<file path="config.mk">
export PLATFORM = sky130hd
export DESIGN_NAME = burst_col_sequencer
export DESIGN_NICKNAME = d
export VERILOG_FILES = /design/src/rtl/bseq_pkg.sv /design/src/rtl/bseq_mode_reg.sv /design/src/rtl/bseq_burst_ctr.sv /design/src/rtl/burst_col_sequencer.sv
export SDC_FILE = /design/constraint.sdc
export NUM_CORES = 1
export LEC_CHECK = 0
export ABC_CLOCK_PERIOD_IN_PS = 7100
export CORE_MARGIN = 2
export CORE_UTILIZATION = 60
export CTS_CLUSTER_DIAMETER = 120
export CTS_CLUSTER_SIZE = 40
export DETAILED_ROUTE_END_ITERATION = 12
export DONT_BUFFER_PORTS = 1
export GPL_TIMING_DRIVEN = 1
export PLACE_DENSITY = 0.75
export SETUP_SLACK_MARGIN = 0.02
export SYNTH_ARGS = -nofsm -noshare
export SYNTH_HDL_FRONTEND = slang
export SYNTH_HIERARCHICAL = 1
export SYNTH_SLANG_ARGS = --single-unit
</file>
<file path="constraint.sdc">
create_clock -name clk -period 7.1 [get_ports clk]
set_clock_uncertainty 0.2 [all_clocks]
set_input_delay 1.42 -clock clk [delete_from_list [all_inputs] [get_ports clk]]
set_output_delay 1.42 -clock clk [all_outputs]
set_load 0.01 [all_outputs]
</file>
<file path="src/rtl/bseq_pkg.sv">
// Package: shared encodings for the burst column sequencer.
// Assumes: a 3-bit length field and a 3-bit latency field in the mode word.
package bseq_pkg;

    typedef enum logic [2:0] {
        BL_TWO   = 3'b001,
        BL_FOUR  = 3'b010,
        BL_EIGHT = 3'b011,
        BL_PAGE  = 3'b111
    } bl_code_e;

    typedef struct packed {
        logic [2:0] bl;
        logic       itlv;
        logic [2:0] lat;
    } mode_t;

    localparam mode_t MODE_RESET = '{bl: 3'b001, itlv: 1'b0, lat: 3'd3};

    // Returns 1 when the length code is one of the four legal codes.
    function automatic logic bl_legal(input logic [2:0] code);
        return (code == BL_TWO) || (code == BL_FOUR) ||
               (code == BL_EIGHT) || (code == BL_PAGE);
    endfunction

endpackage

</file>
<file path="src/rtl/bseq_mode_reg.sv">
// Module: bseq_mode_reg
// Checks and stores the mode word. A refused word sets the error flag and
// keeps the old mode. An accepted word with its DLL bit set gives a
// one-cycle request.
// Assumes: bit 7 is test mode, bit 8 is DLL reset, bits above 8 are reserved.
module bseq_mode_reg
    import bseq_pkg::*;
#(
    parameter int ADDR_W = 12,
    parameter int BANK_W = 2
) (
    input  logic              clk,
    input  logic              rst_n,
    input  logic              load_i,
    input  logic [ADDR_W-1:0] word_i,
    input  logic [BANK_W-1:0] bank_i,
    output mode_t             mode_o,
    output logic              err_o,
    output logic              dll_o
);
    localparam int RSV_LO = 9;

    mode_t cand;
    logic  fields_ok, combo_ok, accept;

    // Split the incoming word into mode fields and judge whether it is legal.
    always_comb begin
        cand.bl   = word_i[2:0];
        cand.itlv = word_i[3];
        cand.lat  = word_i[6:4];
        fields_ok = bl_legal(cand.bl) && (cand.lat == 3'd3 || cand.lat == 3'd4)
                    && !word_i[7] && (word_i[ADDR_W-1:RSV_LO] == '0)
                    && (bank_i == '0);
        combo_ok  = !((cand.bl == BL_PAGE) && cand.itlv);
        accept    = fields_ok && combo_ok;
    end

    // Store an accepted mode; raise the error flag on a refused load.
    always_ff @(posedge clk) begin
        if (!rst_n) begin
            mode_o <= MODE_RESET;
            err_o  <= 1'b0;
            dll_o  <= 1'b0;
        end else begin
            dll_o <= 1'b0;
            if (load_i) begin
                if (accept) begin
                    mode_o <= cand;
                    err_o  <= 1'b0;
                    dll_o  <= word_i[8];
                end else begin
                    err_o <= 1'b1;
                end
            end
        end
    end

    // the stored latency is always one of the supported values
    a_r2_lat_legal: assert property (@(posedge clk) disable iff (!rst_n)
        (mode_o.lat == 3'd3) || (mode_o.lat == 3'd4));

    // a refused load leaves the stored mode untouched
    a_r3_refuse_holds: assert property (@(posedge clk) disable iff (!rst_n)
        (load_i && !accept) |=> (err_o && $stable(mode_o)));

    // full page and interleaved never coexist in the stored mode
    a_r4_no_page_itlv: assert property (@(posedge clk) disable iff (!rst_n)
        !((mode_o.bl == BL_PAGE) && mode_o.itlv));

    // the DLL request only follows a load in the previous cycle
    a_r5_dll_after_load: assert property (@(posedge clk) disable iff (!rst_n)
        load_i |=> (dll_o |-> $past(word_i[8])));

endmodule

</file>
<file path="src/rtl/bseq_burst_ctr.sv">
// Module: bseq_burst_ctr
// Steps through the beat pairs of a burst and forms each column address.
// The mode is captured when a command starts, so a later mode load does not
// disturb a burst that is running.
// Assumes: one address per cycle; each address covers two data beats.
module bseq_burst_ctr
    import bseq_pkg::*;
#(
    parameter int COL_W = 8
) (
    input  logic             clk,
    input  logic             rst_n,
    input  mode_t            mode_i,
    input  logic             start_i,
    input  logic [COL_W-1:0] col_i,
    input  logic             ap_i,
    input  logic             stop_i,
    output logic [COL_W-1:0] col_o,
    output logic             active_o,
    output logic             last_o,
    output logic             ap_o,
    output logic             reject_o
);
    localparam int STEP_W = COL_W - 1;

    logic [COL_W-1:0]  base_q, mask_q, mask_d, off, sum;
    logic [STEP_W-1:0] step_q;
    logic              itlv_q, full_q, full_d, bad_start, take;

    // Work out the wrap mask for the current length and check the start column.
    always_comb begin
        unique case (mode_i.bl)
            BL_TWO:   mask_d = COL_W'(1);
            BL_FOUR:  mask_d = COL_W'(3);
            BL_EIGHT: mask_d = COL_W'(7);
            default:  mask_d = '1;
        endcase
        full_d    = (mode_i.bl == BL_PAGE);
        bad_start = start_i && full_d && col_i[0];
        take      = start_i && !bad_start;
    end

    // Beat-pair offset and the incremented column for sequential ordering.
    always_comb begin
        off = {step_q, 1'b0};
        sum = base_q + off;
    end

    // Each column bit: fixed outside the mask, sum or XOR inside it.
    for (genvar b = 0; b < COL_W; b++) begin : g_bit
        assign col_o[b] = mask_q[b] ? (itlv_q ? (base_q[b] ^ off[b]) : sum[b])
                                    : base_q[b];
    end

    assign last_o = active_o && !full_q && (step_q == mask_q[COL_W-1:1]);

    // Burst state: start, advance, finish, halt.
    always_ff @(posedge clk) begin
        if (!rst_n) begin
            base_q   <= '0;
            mask_q   <= COL_W'(1);
            step_q   <= '0;
            itlv_q   <= 1'b0;
            full_q   <= 1'b0;
            active_o <= 1'b0;
            ap_o     <= 1'b0;
            reject_o <= 1'b0;
        end else begin
            reject_o <= bad_start;
            if (take) begin
                base_q   <= col_i;
                mask_q   <= mask_d;
                itlv_q   <= mode_i.itlv;
                full_q   <= full_d;
                ap_o     <= ap_i;
                step_q   <= '0;
                active_o <= 1'b1;
            end else if (stop_i) begin
                active_o <= 1'b0;
            end else if (active_o) begin
                if (last_o) active_o <= 1'b0;
                else        step_q   <= step_q + 1'b1;
            end
        end
    end

    // the last address ends the burst unless a new command arrives
    a_r6_last_ends: assert property (@(posedge clk) disable iff (!rst_n)
        (last_o && !start_i && !stop_i) |=> !active_o);

    // the upper column bits stay fixed inside a fixed-length burst
    a_r7_upper_fixed: assert property (@(posedge clk) disable iff (!rst_n)
        (active_o && !full_q && !last_o && !start_i && !stop_i) |=>
        ((col_o & ~mask_q) == $past(col_o & ~mask_q)));

    // a full-page burst only visits even columns
    a_r9_page_even: assert property (@(posedge clk) disable iff (!rst_n)
        (active_o && full_q) |-> !col_o[0]);

    // a refused command does not start an idle burst
    a_r10_reject_idle: assert property (@(posedge clk) disable iff (!rst_n)
        (bad_start && !active_o) |=> (!active_o && reject_o));

    // a halt without a command ends the burst
    a_r11_halt: assert property (@(posedge clk) disable iff (!rst_n)
        (stop_i && !start_i) |=> !active_o);

endmodule

</file>
<file path="src/rtl/burst_col_sequencer.sv">
// Module: burst_col_sequencer (top)
// Decodes the mode word and generates the column address of each burst.
// Assumes: the mode is loaded only while no burst is running.
module burst_col_sequencer
    import bseq_pkg::*;
#(
    parameter int ADDR_W = 12,
    parameter int BANK_W = 2,
    parameter int COL_W  = 8
) (
    input  logic              clk,
    input  logic              rst_n,
    input  logic              mode_load,
    input  logic [ADDR_W-1:0] mode_word,
    input  logic [BANK_W-1:0] mode_bank,
    input  logic              burst_go,
    input  logic [COL_W-1:0]  burst_col,
    input  logic              burst_ap,
    input  logic              burst_halt,
    output logic [COL_W-1:0]  col_addr,
    output logic              burst_active,
    output logic              burst_last,
    output logic              auto_pre,
    output logic [2:0]        read_latency,
    output logic              mode_error,
    output logic              dll_reset,
    output logic              burst_reject
);
    mode_t mode;

    bseq_mode_reg #(.ADDR_W(ADDR_W), .BANK_W(BANK_W)) i_mode (
        .clk    (clk),
        .rst_n  (rst_n),
        .load_i (mode_load),
        .word_i (mode_word),
        .bank_i (mode_bank),
        .mode_o (mode),
        .err_o  (mode_error),
        .dll_o  (dll_reset)
    );

    bseq_burst_ctr #(.COL_W(COL_W)) i_ctr (
        .clk      (clk),
        .rst_n    (rst_n),
        .mode_i   (mode),
        .start_i  (burst_go),
        .col_i    (burst_col),
        .ap_i     (burst_ap),
        .stop_i   (burst_halt),
        .col_o    (col_addr),
        .active_o (burst_active),
        .last_o   (burst_last),
        .ap_o     (auto_pre),
        .reject_o (burst_reject)
    );

    assign read_latency = mode.lat;

    // auto-precharge stays steady while a burst runs without a new command
    a_r12_ap_steady: assert property (@(posedge clk) disable iff (!rst_n)
        (burst_active && !burst_go) |=> $stable(auto_pre));

endmodule

</file>
==> impl_metrics.env, run 1 <==
export IMPL_drtAntennaViolNets=0
export IMPL_whs_path_depth=2
export IMPL_ff2ff_path_depth=5
export IMPL_regArea_um2=641
export IMPL_port_buffers=0
export IMPL_cts_tree="done"
export IMPL_ys_warn_count=6
export IMPL_crit_end="col_addr[7]"
export IMPL_hold_viol=0
export IMPL_numClockSinks=32
export IMPL_clk_latency_ns=0.34
export IMPL_drt_iter0_drc=127
export IMPL_crit_start="i_ctr/step_q[0]"
export IMPL_synth_fp_nets=249
export IMPL_endpoint_kind="primary output"
export IMPL_multi_input_area_um2=1130
export IMPL_grt_antenna_before_repair=0
export IMPL_rsz0062_at_grt="false"
export IMPL_min_path_type="flop to flop"
export IMPL_via_per_inst=6.10
export IMPL_leakagePower_uw=0.000777
export IMPL_gr_total_overflow=0
export IMPL_cp_start_kind="flop"
export IMPL_root_buffer="clkbuf_4"
export IMPL_run_status="completed"
export IMPL_routedWlPerCell_um=15.0
export IMPL_area_growth_pct=3.77
export IMPL_synth_seq_cells=32
export IMPL_fmax_mhz=252
export IMPL_clk_pin_slew_ns=0.10
export IMPL_ys_seq_area_share_pct=35.1
export IMPL_cts_buffer_depth=2
export IMPL_r2r_setup_slack_ns=4.95
export IMPL_fin_tns_setup_ns=0
export IMPL_die_x_um=59.2
export IMPL_antenna_cells=0
export IMPL_grt_pass1_wl_um=6380
export IMPL_drc=0
export IMPL_fin_nets=248
export IMPL_post_cts_buffers=0
export IMPL_slew_viol_final=0
export IMPL_syn_inst=213
export IMPL_vias=1500
export IMPL_cp_required_ns=5.48
export IMPL_instances_no_fill=246
export IMPL_post_route_period_util_pct=55.8
export IMPL_slew_headroom_pct=69.5
export IMPL_period_minus_slack_ns=3.96
export IMPL_post_cts_resized=0
export IMPL_hold_buffers=0
export IMPL_worstSetupPathType="flop to primary output"
export IMPL_grt_use_total_pct=24.5
export IMPL_gp_congestion=0.860
export IMPL_h_tree_depth=2
export IMPL_ir_worst_vdd_v=0.000125
export IMPL_dp_hpwl_um=2830
export IMPL_dieArea_um2=3500
export IMPL_async_flop_share_pct=0
export IMPL_avgSynthCellArea_um2=8.58
export IMPL_finalSetupViolCount=0
export IMPL_reg2reg_from="i_ctr/mask_q[6]"
export IMPL_synth_edff_count=0
export IMPL_fill_cells=266
export IMPL_grt_pass1_vias=1462
export IMPL_grt_max_degree=35
export IMPL_maxCapViolCount=0
export IMPL_fp_row_count=20
export IMPL_placed_cells=238
export IMPL_worst_slew_pin_slew_ns=0.456
export IMPL_firstDrtPassIters=4
export IMPL_crit_arrival_ns=2.34
export IMPL_start_util_pct=61.3
export IMPL_synth_ff_type="dfxtp_1"
export IMPL_synth_area_um2=1830
export IMPL_wirelength_um=3690
export IMPL_synth_cell_types=50
export IMPL_layout_drive_gt1_share_pct=9.39
export IMPL_worst_r2r_endpoint="i_ctr/step_q[2]"
export IMPL_core_um2=2980
export IMPL_crit_fanout=6
export IMPL_power_density_nw_per_um2=175
export IMPL_cts_made_buffers=5
export IMPL_die_h_um=59.2
export IMPL_ioPinCount=45
==> final cells by class <==
class / instances / share of cell area [%]
sequential: 32 / 33.8
clock inverter: 2 / 0.528
tap: 33 / 2.18
inverter: 7 / 1.39
multi-input combinational: 166 / 59.4
clock buffer: 6 / 2.71
==> per-stage QoR <==
step                instance area (um2)  setup WS [ns]  total power, uW  utilization, %  hold slack (ns)
global route                       1900           2.99              349            63.7            0.310
floorplan                          1830           3.67              222               -            0.235
finish                             1900           3.14              332            63.7            0.268
CTS                                1900           3.12              335            63.7            0.276
global placement                   1830           3.54              224            61.6            0.252
detailed placement                 1830           3.50              226            61.6            0.258
==> how the worst min path moves through the flow <==
stage	startpoint	slack, ns	to
global placement	i_mode/mode_o[3]	0.25	i_ctr/itlv_q
global route	i_mode/mode_o[3]	0.31	i_mode/mode_o[3]
finish	i_mode/mode_o[3]	0.27	i_ctr/itlv_q
detailed placement	i_mode/mode_o[3]	0.26	i_mode/mode_o[3]
floorplan	i_mode/mode_o[3]	0.23	i_mode/mode_o[3]
CTS	i_mode/mode_o[3]	0.28	i_ctr/itlv_q
==> registers in the layout (all words and copies together), names as in the netlist <==
register / flops
i_ctr/ap_o: 1
i_ctr/reject_o: 1
i_ctr/active_o: 1
i_ctr/step_q: 7
i_ctr/full_q: 1
i_mode/mode_o: 7
i_ctr/base_q: 8
i_ctr/itlv_q: 1
i_mode/dll_o: 1
i_mode/err_o: 1
i_ctr/mask_q: 3
==> cell families after synthesis <==
kind of cell    after synthesis  synth area share (%)
compound gates               51                  20.5
xor+xnor                     11                  5.27
fa+ha+maj                     8                  5.89
buf+inv                      15                  3.29
flops                        32                  35.1
mux                           6                  3.36
simple gates                 90                  26.6
==> synthesized netlist by cell type (all sizes together) (5+ instances only) <==
cell type  number  share of area [%]
nand2          34                7.0
dfxtp          32                 35
xnor2           7                3.4
inv             7                1.4
a21o            5                2.1
nand3           8                2.2
a21oi          10                3.4
clkbuf          6                1.2
nor3            7                2.2
mux2i           5                2.7
nor2           20                5.1
ha              7                4.8
a21boi          9                3.7
o21ai          10                2.7
==> report_power, final <==
part	internal (uW)	leakage, uW	switching, uW
clock	47.0	0.0000380	63.3
sequential	184	0.000261	6.23
combinational	13.2	0.000478	17.7
==> placed cells by master, fill, tap and decap left out, types with 2 or more instances in the layout <==
master / Yosys / final
nand4_1: 2 / 2
nand3_1: 8 / 8
or4_1: 2 / 2
clkbuf_4: 0 / 5
dfxtp_1: 32 / 32
nor2_1: 18 / 18
o211ai_1: 2 / 2
a21oi_1: 9 / 9
and3_1: 2 / 2
mux2i_1: 5 / 5
a31oi_1: 3 / 3
nor3_1: 6 / 6
ha_1: 7 / 7
o21ai_0: 4 / 4
nand2_1: 34 / 34
nor2b_1: 2 / 2
nor3b_1: 4 / 4
inv_1: 7 / 7
a21boi_0: 9 / 9
clkinv_2: 0 / 2
xnor2_1: 7 / 7
o211a_1: 2 / 2
xor2_1: 4 / 4
o21a_1: 2 / 2
o21ai_1: 6 / 6
a21o_1: 5 / 5
==> layer usage <==
metal / GRT usage [%] / share of wire, % / routed length, um / vias up
met2: 40.8 / 53 / 1970 / 45
met5: 0 / 0 / 0 / -
met3: 5.90 / 5.3 / 197 / 4
li1: - / - / - / 750
met1: 27.9 / 40 / 1480 / 701
met4: 15.6 / 1.3 / 47 / 0
==> worst max-delay path: stages (launching register included) <==
cell and delay, ns:
dfxtp_1 0.38, ha_1 0.23, fa_1 0.38, a21o_1 0.20
a21oi_1 0.24, nor4_1 0.09, a221oi_1 0.27, xnor2_1 0.22
Note: power is estimated with default switching activity, not from simulation.
==> inputs of run 2 (changes only) <==
--- a/config.mk
+++ b/config.mk
@@ -5,15 +5,16 @@
 export SDC_FILE = /design/constraint.sdc
 export NUM_CORES = 1
 export LEC_CHECK = 0
-export ABC_CLOCK_PERIOD_IN_PS = 7100
+export ABC_AREA = 1
+export ABC_CLOCK_PERIOD_IN_PS = 3200
 export CORE_MARGIN = 2
-export CORE_UTILIZATION = 60
+export CORE_UTILIZATION = 56
 export CTS_CLUSTER_DIAMETER = 120
 export CTS_CLUSTER_SIZE = 40
 export DETAILED_ROUTE_END_ITERATION = 12
 export DONT_BUFFER_PORTS = 1
 export GPL_TIMING_DRIVEN = 1
-export PLACE_DENSITY = 0.75
+export PLACE_DENSITY = 0.73
 export SETUP_SLACK_MARGIN = 0.02
 export SYNTH_ARGS = -nofsm -noshare
 export SYNTH_HDL_FRONTEND = slang
==> constraint.sdc (replaced) <==
create_clock -name clk -period 3.2 [get_ports clk]
set_clock_uncertainty 0.2 [all_clocks]
set_input_delay 0.64 -clock clk [delete_from_list [all_inputs] [get_ports clk]]
set_output_delay 0.64 -clock clk [all_outputs]
set_load 0.01 [all_outputs]
==> impl_metrics.env, run 2 <==
export IMPL_run_status="completed"
export IMPL_die_h_um=61.1
export IMPL_wirelength_um=3670
export IMPL_grt_antenna_before_repair=0
export IMPL_slew_headroom_pct=74.1
export IMPL_cts_buffer_depth=2
export IMPL_drt_iter0_drc=88
export IMPL_grt_use_total_pct=22.1
export IMPL_drc=0
export IMPL_cp_required_ns=2.36
export IMPL_crit_chain="ha_1, fa_1, nand2_1, nand3_1, nand3b_1, nand2_1, nand2_1, nand3_1, nand2_1, nand2_1"
export IMPL_largest_reg_flops=8
export IMPL_leakagePower_uw=0.000856
export IMPL_drtAntennaViolNets=0
export IMPL_hp_start="rst_n"
export IMPL_synth_ff_type="dfxtp_1"
export IMPL_syn_inst=260
export IMPL_placed_area_um2=1860
export IMPL_grt_pass1_wl_um=6000
export IMPL_core_um2=3080
export IMPL_synth_fp_nets=296
export IMPL_routedWlPerCell_um=11.9
export IMPL_crit_fanout=6
export IMPL_h_tree_depth=2
export IMPL_gr_total_overflow=0
export IMPL_postLayoutCellArea_um2=1920
export IMPL_synth_commonest_cells="nand2_1 (55), nand3_1 (39), dfxtp_1 (32)"
export IMPL_cp_start_kind="flop"
export IMPL_ys_seq_area_share_pct=35.1
export IMPL_synth_area_top_cells="dfxtp_1 (35%), nand2_1 (11%), nand3_1 (11%)"
export IMPL_gp_congestion=0.841
export IMPL_root_buffer="clkbuf_4"
export IMPL_avgSynthCellArea_um2=7.03
export IMPL_setup_ws_ns=0.400
export IMPL_dieArea_um2=3740
export IMPL_worstSetupPathType="flop to primary output"
export IMPL_firstDrtPassIters=4
export IMPL_worst_slew_pin_slew_ns=0.385
export IMPL_period_minus_slack_ns=2.80
export IMPL_ir_worst_vdd_v=0.000230
export IMPL_synth_edff_count=0
export IMPL_reg2reg_from="i_mode/mode_o[6]"
export IMPL_dp_hpwl_um=2810
export IMPL_post_route_period_util_pct=87.5
export IMPL_final_common_cell="nand2_1"
export IMPL_port_buffers=0
export IMPL_fin_nets=299
export IMPL_crit_start="i_ctr/step_q[0]"
export IMPL_area_growth_pct=5.21
export IMPL_post_cts_resized=0
export IMPL_cp_slowest_cell="fa_1"
export IMPL_cts_made_buffers=5
export IMPL_clk_pin_slew_ns=0.11
export IMPL_grt_pass1_vias=1403
export IMPL_start_util_pct=59.3
export IMPL_mostFrequentLayoutCells="nand2_1 (55), nand3_1 (39), dfxtp_1 (32)"
export IMPL_grt_max_degree=29
export IMPL_hold_slack_ns=0.188
export IMPL_synth_top_area_share_pct=35.1
export IMPL_async_flop_share_pct=0
export IMPL_synth_seq_cells=32
export IMPL_post_cts_buffers=0
export IMPL_synth_area_leader_cell="dfxtp_1"
export IMPL_maxCapViolCount=0
export IMPL_fin_tns_setup_ns=0
export IMPL_synth_most_common_cell="nand2_1"
export IMPL_die_x_um=61.1
export IMPL_synth_area_um2=1830
export IMPL_hold_buffers=0
export IMPL_ioPinCount=45
export IMPL_utilization_pct=62.4
export IMPL_finalSetupViolCount=0
export IMPL_max_stage_delay_ns=0.39
export IMPL_antenna_cells=0
export IMPL_crit_top_cell="nand2_1"
export IMPL_fp_row_count=20
export IMPL_min_path_type="input port to flop"
export IMPL_synth_cell_types=30
export IMPL_vias=1609
export IMPL_numClockSinks=32
export IMPL_clk_latency_ns=0.33
export IMPL_cts_tree="done"
export IMPL_crit_arrival_ns=1.96
export IMPL_dpl_worst_slack_ns=0.784
export IMPL_endpoint_kind="primary output"
export IMPL_reg_top3="i_ctr/base_q (8), i_ctr/step_q (7), i_mode/mode_o (7)"
export IMPL_slew_viol_final=0
export IMPL_rsz0062_at_grt="false"
export IMPL_hold_viol=0
export IMPL_ys_warn_count=6
export IMPL_power_density_nw_per_um2=382
export IMPL_fmax_mhz=357
export IMPL_via_per_inst=5.22
export IMPL_layout_drive_gt1_share_pct=10.6
export IMPL_regMostFlops="i_ctr/base_q"
-- run 2: cell count changes after synthesis, moves of 8 or more --
cell	delta
nand3_1	+31
o21ai_0	+13
inv_1	+22
a21boi_0	-9
nand2_1	+21
nor2_1	+8
-- run 2: cells by family (layout without fill, tap and decap cells) --
| logic type | after synthesis | after routing | share of synthesized area, % |
|---|---|---|---|
| flip-flops | 32 | 32 | 35.1 |
| buffers and inverters | 37 | 41 | 7.94 |
| XOR/XNOR | 8 | 8 | 3.84 |
| AO/OA/AOI/OAI | 37 | 37 | 11.3 |
| adder cells (fa/ha/maj) | 8 | 8 | 5.89 |
| AND/OR/NAND/NOR | 138 | 138 | 36.0 |
-- run 2: area by class of cell --
class,instances,area [um2]
clock buffer,5,37.5
multi-input combinational,191,1040
sequential,32,641
tap,44,55.1
inverter,33,124
clock inverter,3,23.8
fill,312,1160
-- run 2: metal layers --
metal	part of all wire, %	track usage, %	vias up
li1	-	-	855
met1	45	25.2	716
met2	48	37.7	36
met3	6.1	7.98	2
met4	0.74	8.39	0
met5	0	0	-
-- run 2: power breakdown --
group | switching [uW] | internal (uW)
Combinational | 50.1 | 25.3
Sequential | 11.6 | 410
Clock | 150 | 86.3
Total | 212 | 522
-- run 2: metrics by stage --
step | instances | power (uW)
6_report | 308 | 734
3_3_place_gp | 300 | 507
5_1_grt | 308 | 781
4_1_cts | 308 | 746
3_5_place_dp | 300 | 508
2_1_floorplan | 260 | 497
-- run 2: worst paths after layout --
| kind | endpoint | slack (ns) | depth (start not counted) |
|---|---|---|---|
| worst max-delay path | col_addr[7] | 0.40 | 10 |
| worst min-delay path | i_mode/mode_o[1] | 0.19 | 1 |
| worst max register to register | i_ctr/step_q[1] | 1.51 | 6 |
| worst min register to register | i_mode/mode_o[3] | 0.27 | 2 |
-- run 2: critical path, delay by kind of cell (launching register included) --
family | cells | cell delay [ns]
flip-flops | 1 | 0.38
adder cells (fa/ha/maj) | 2 | 0.62
AND/OR/NAND/NOR | 8 | 0.65
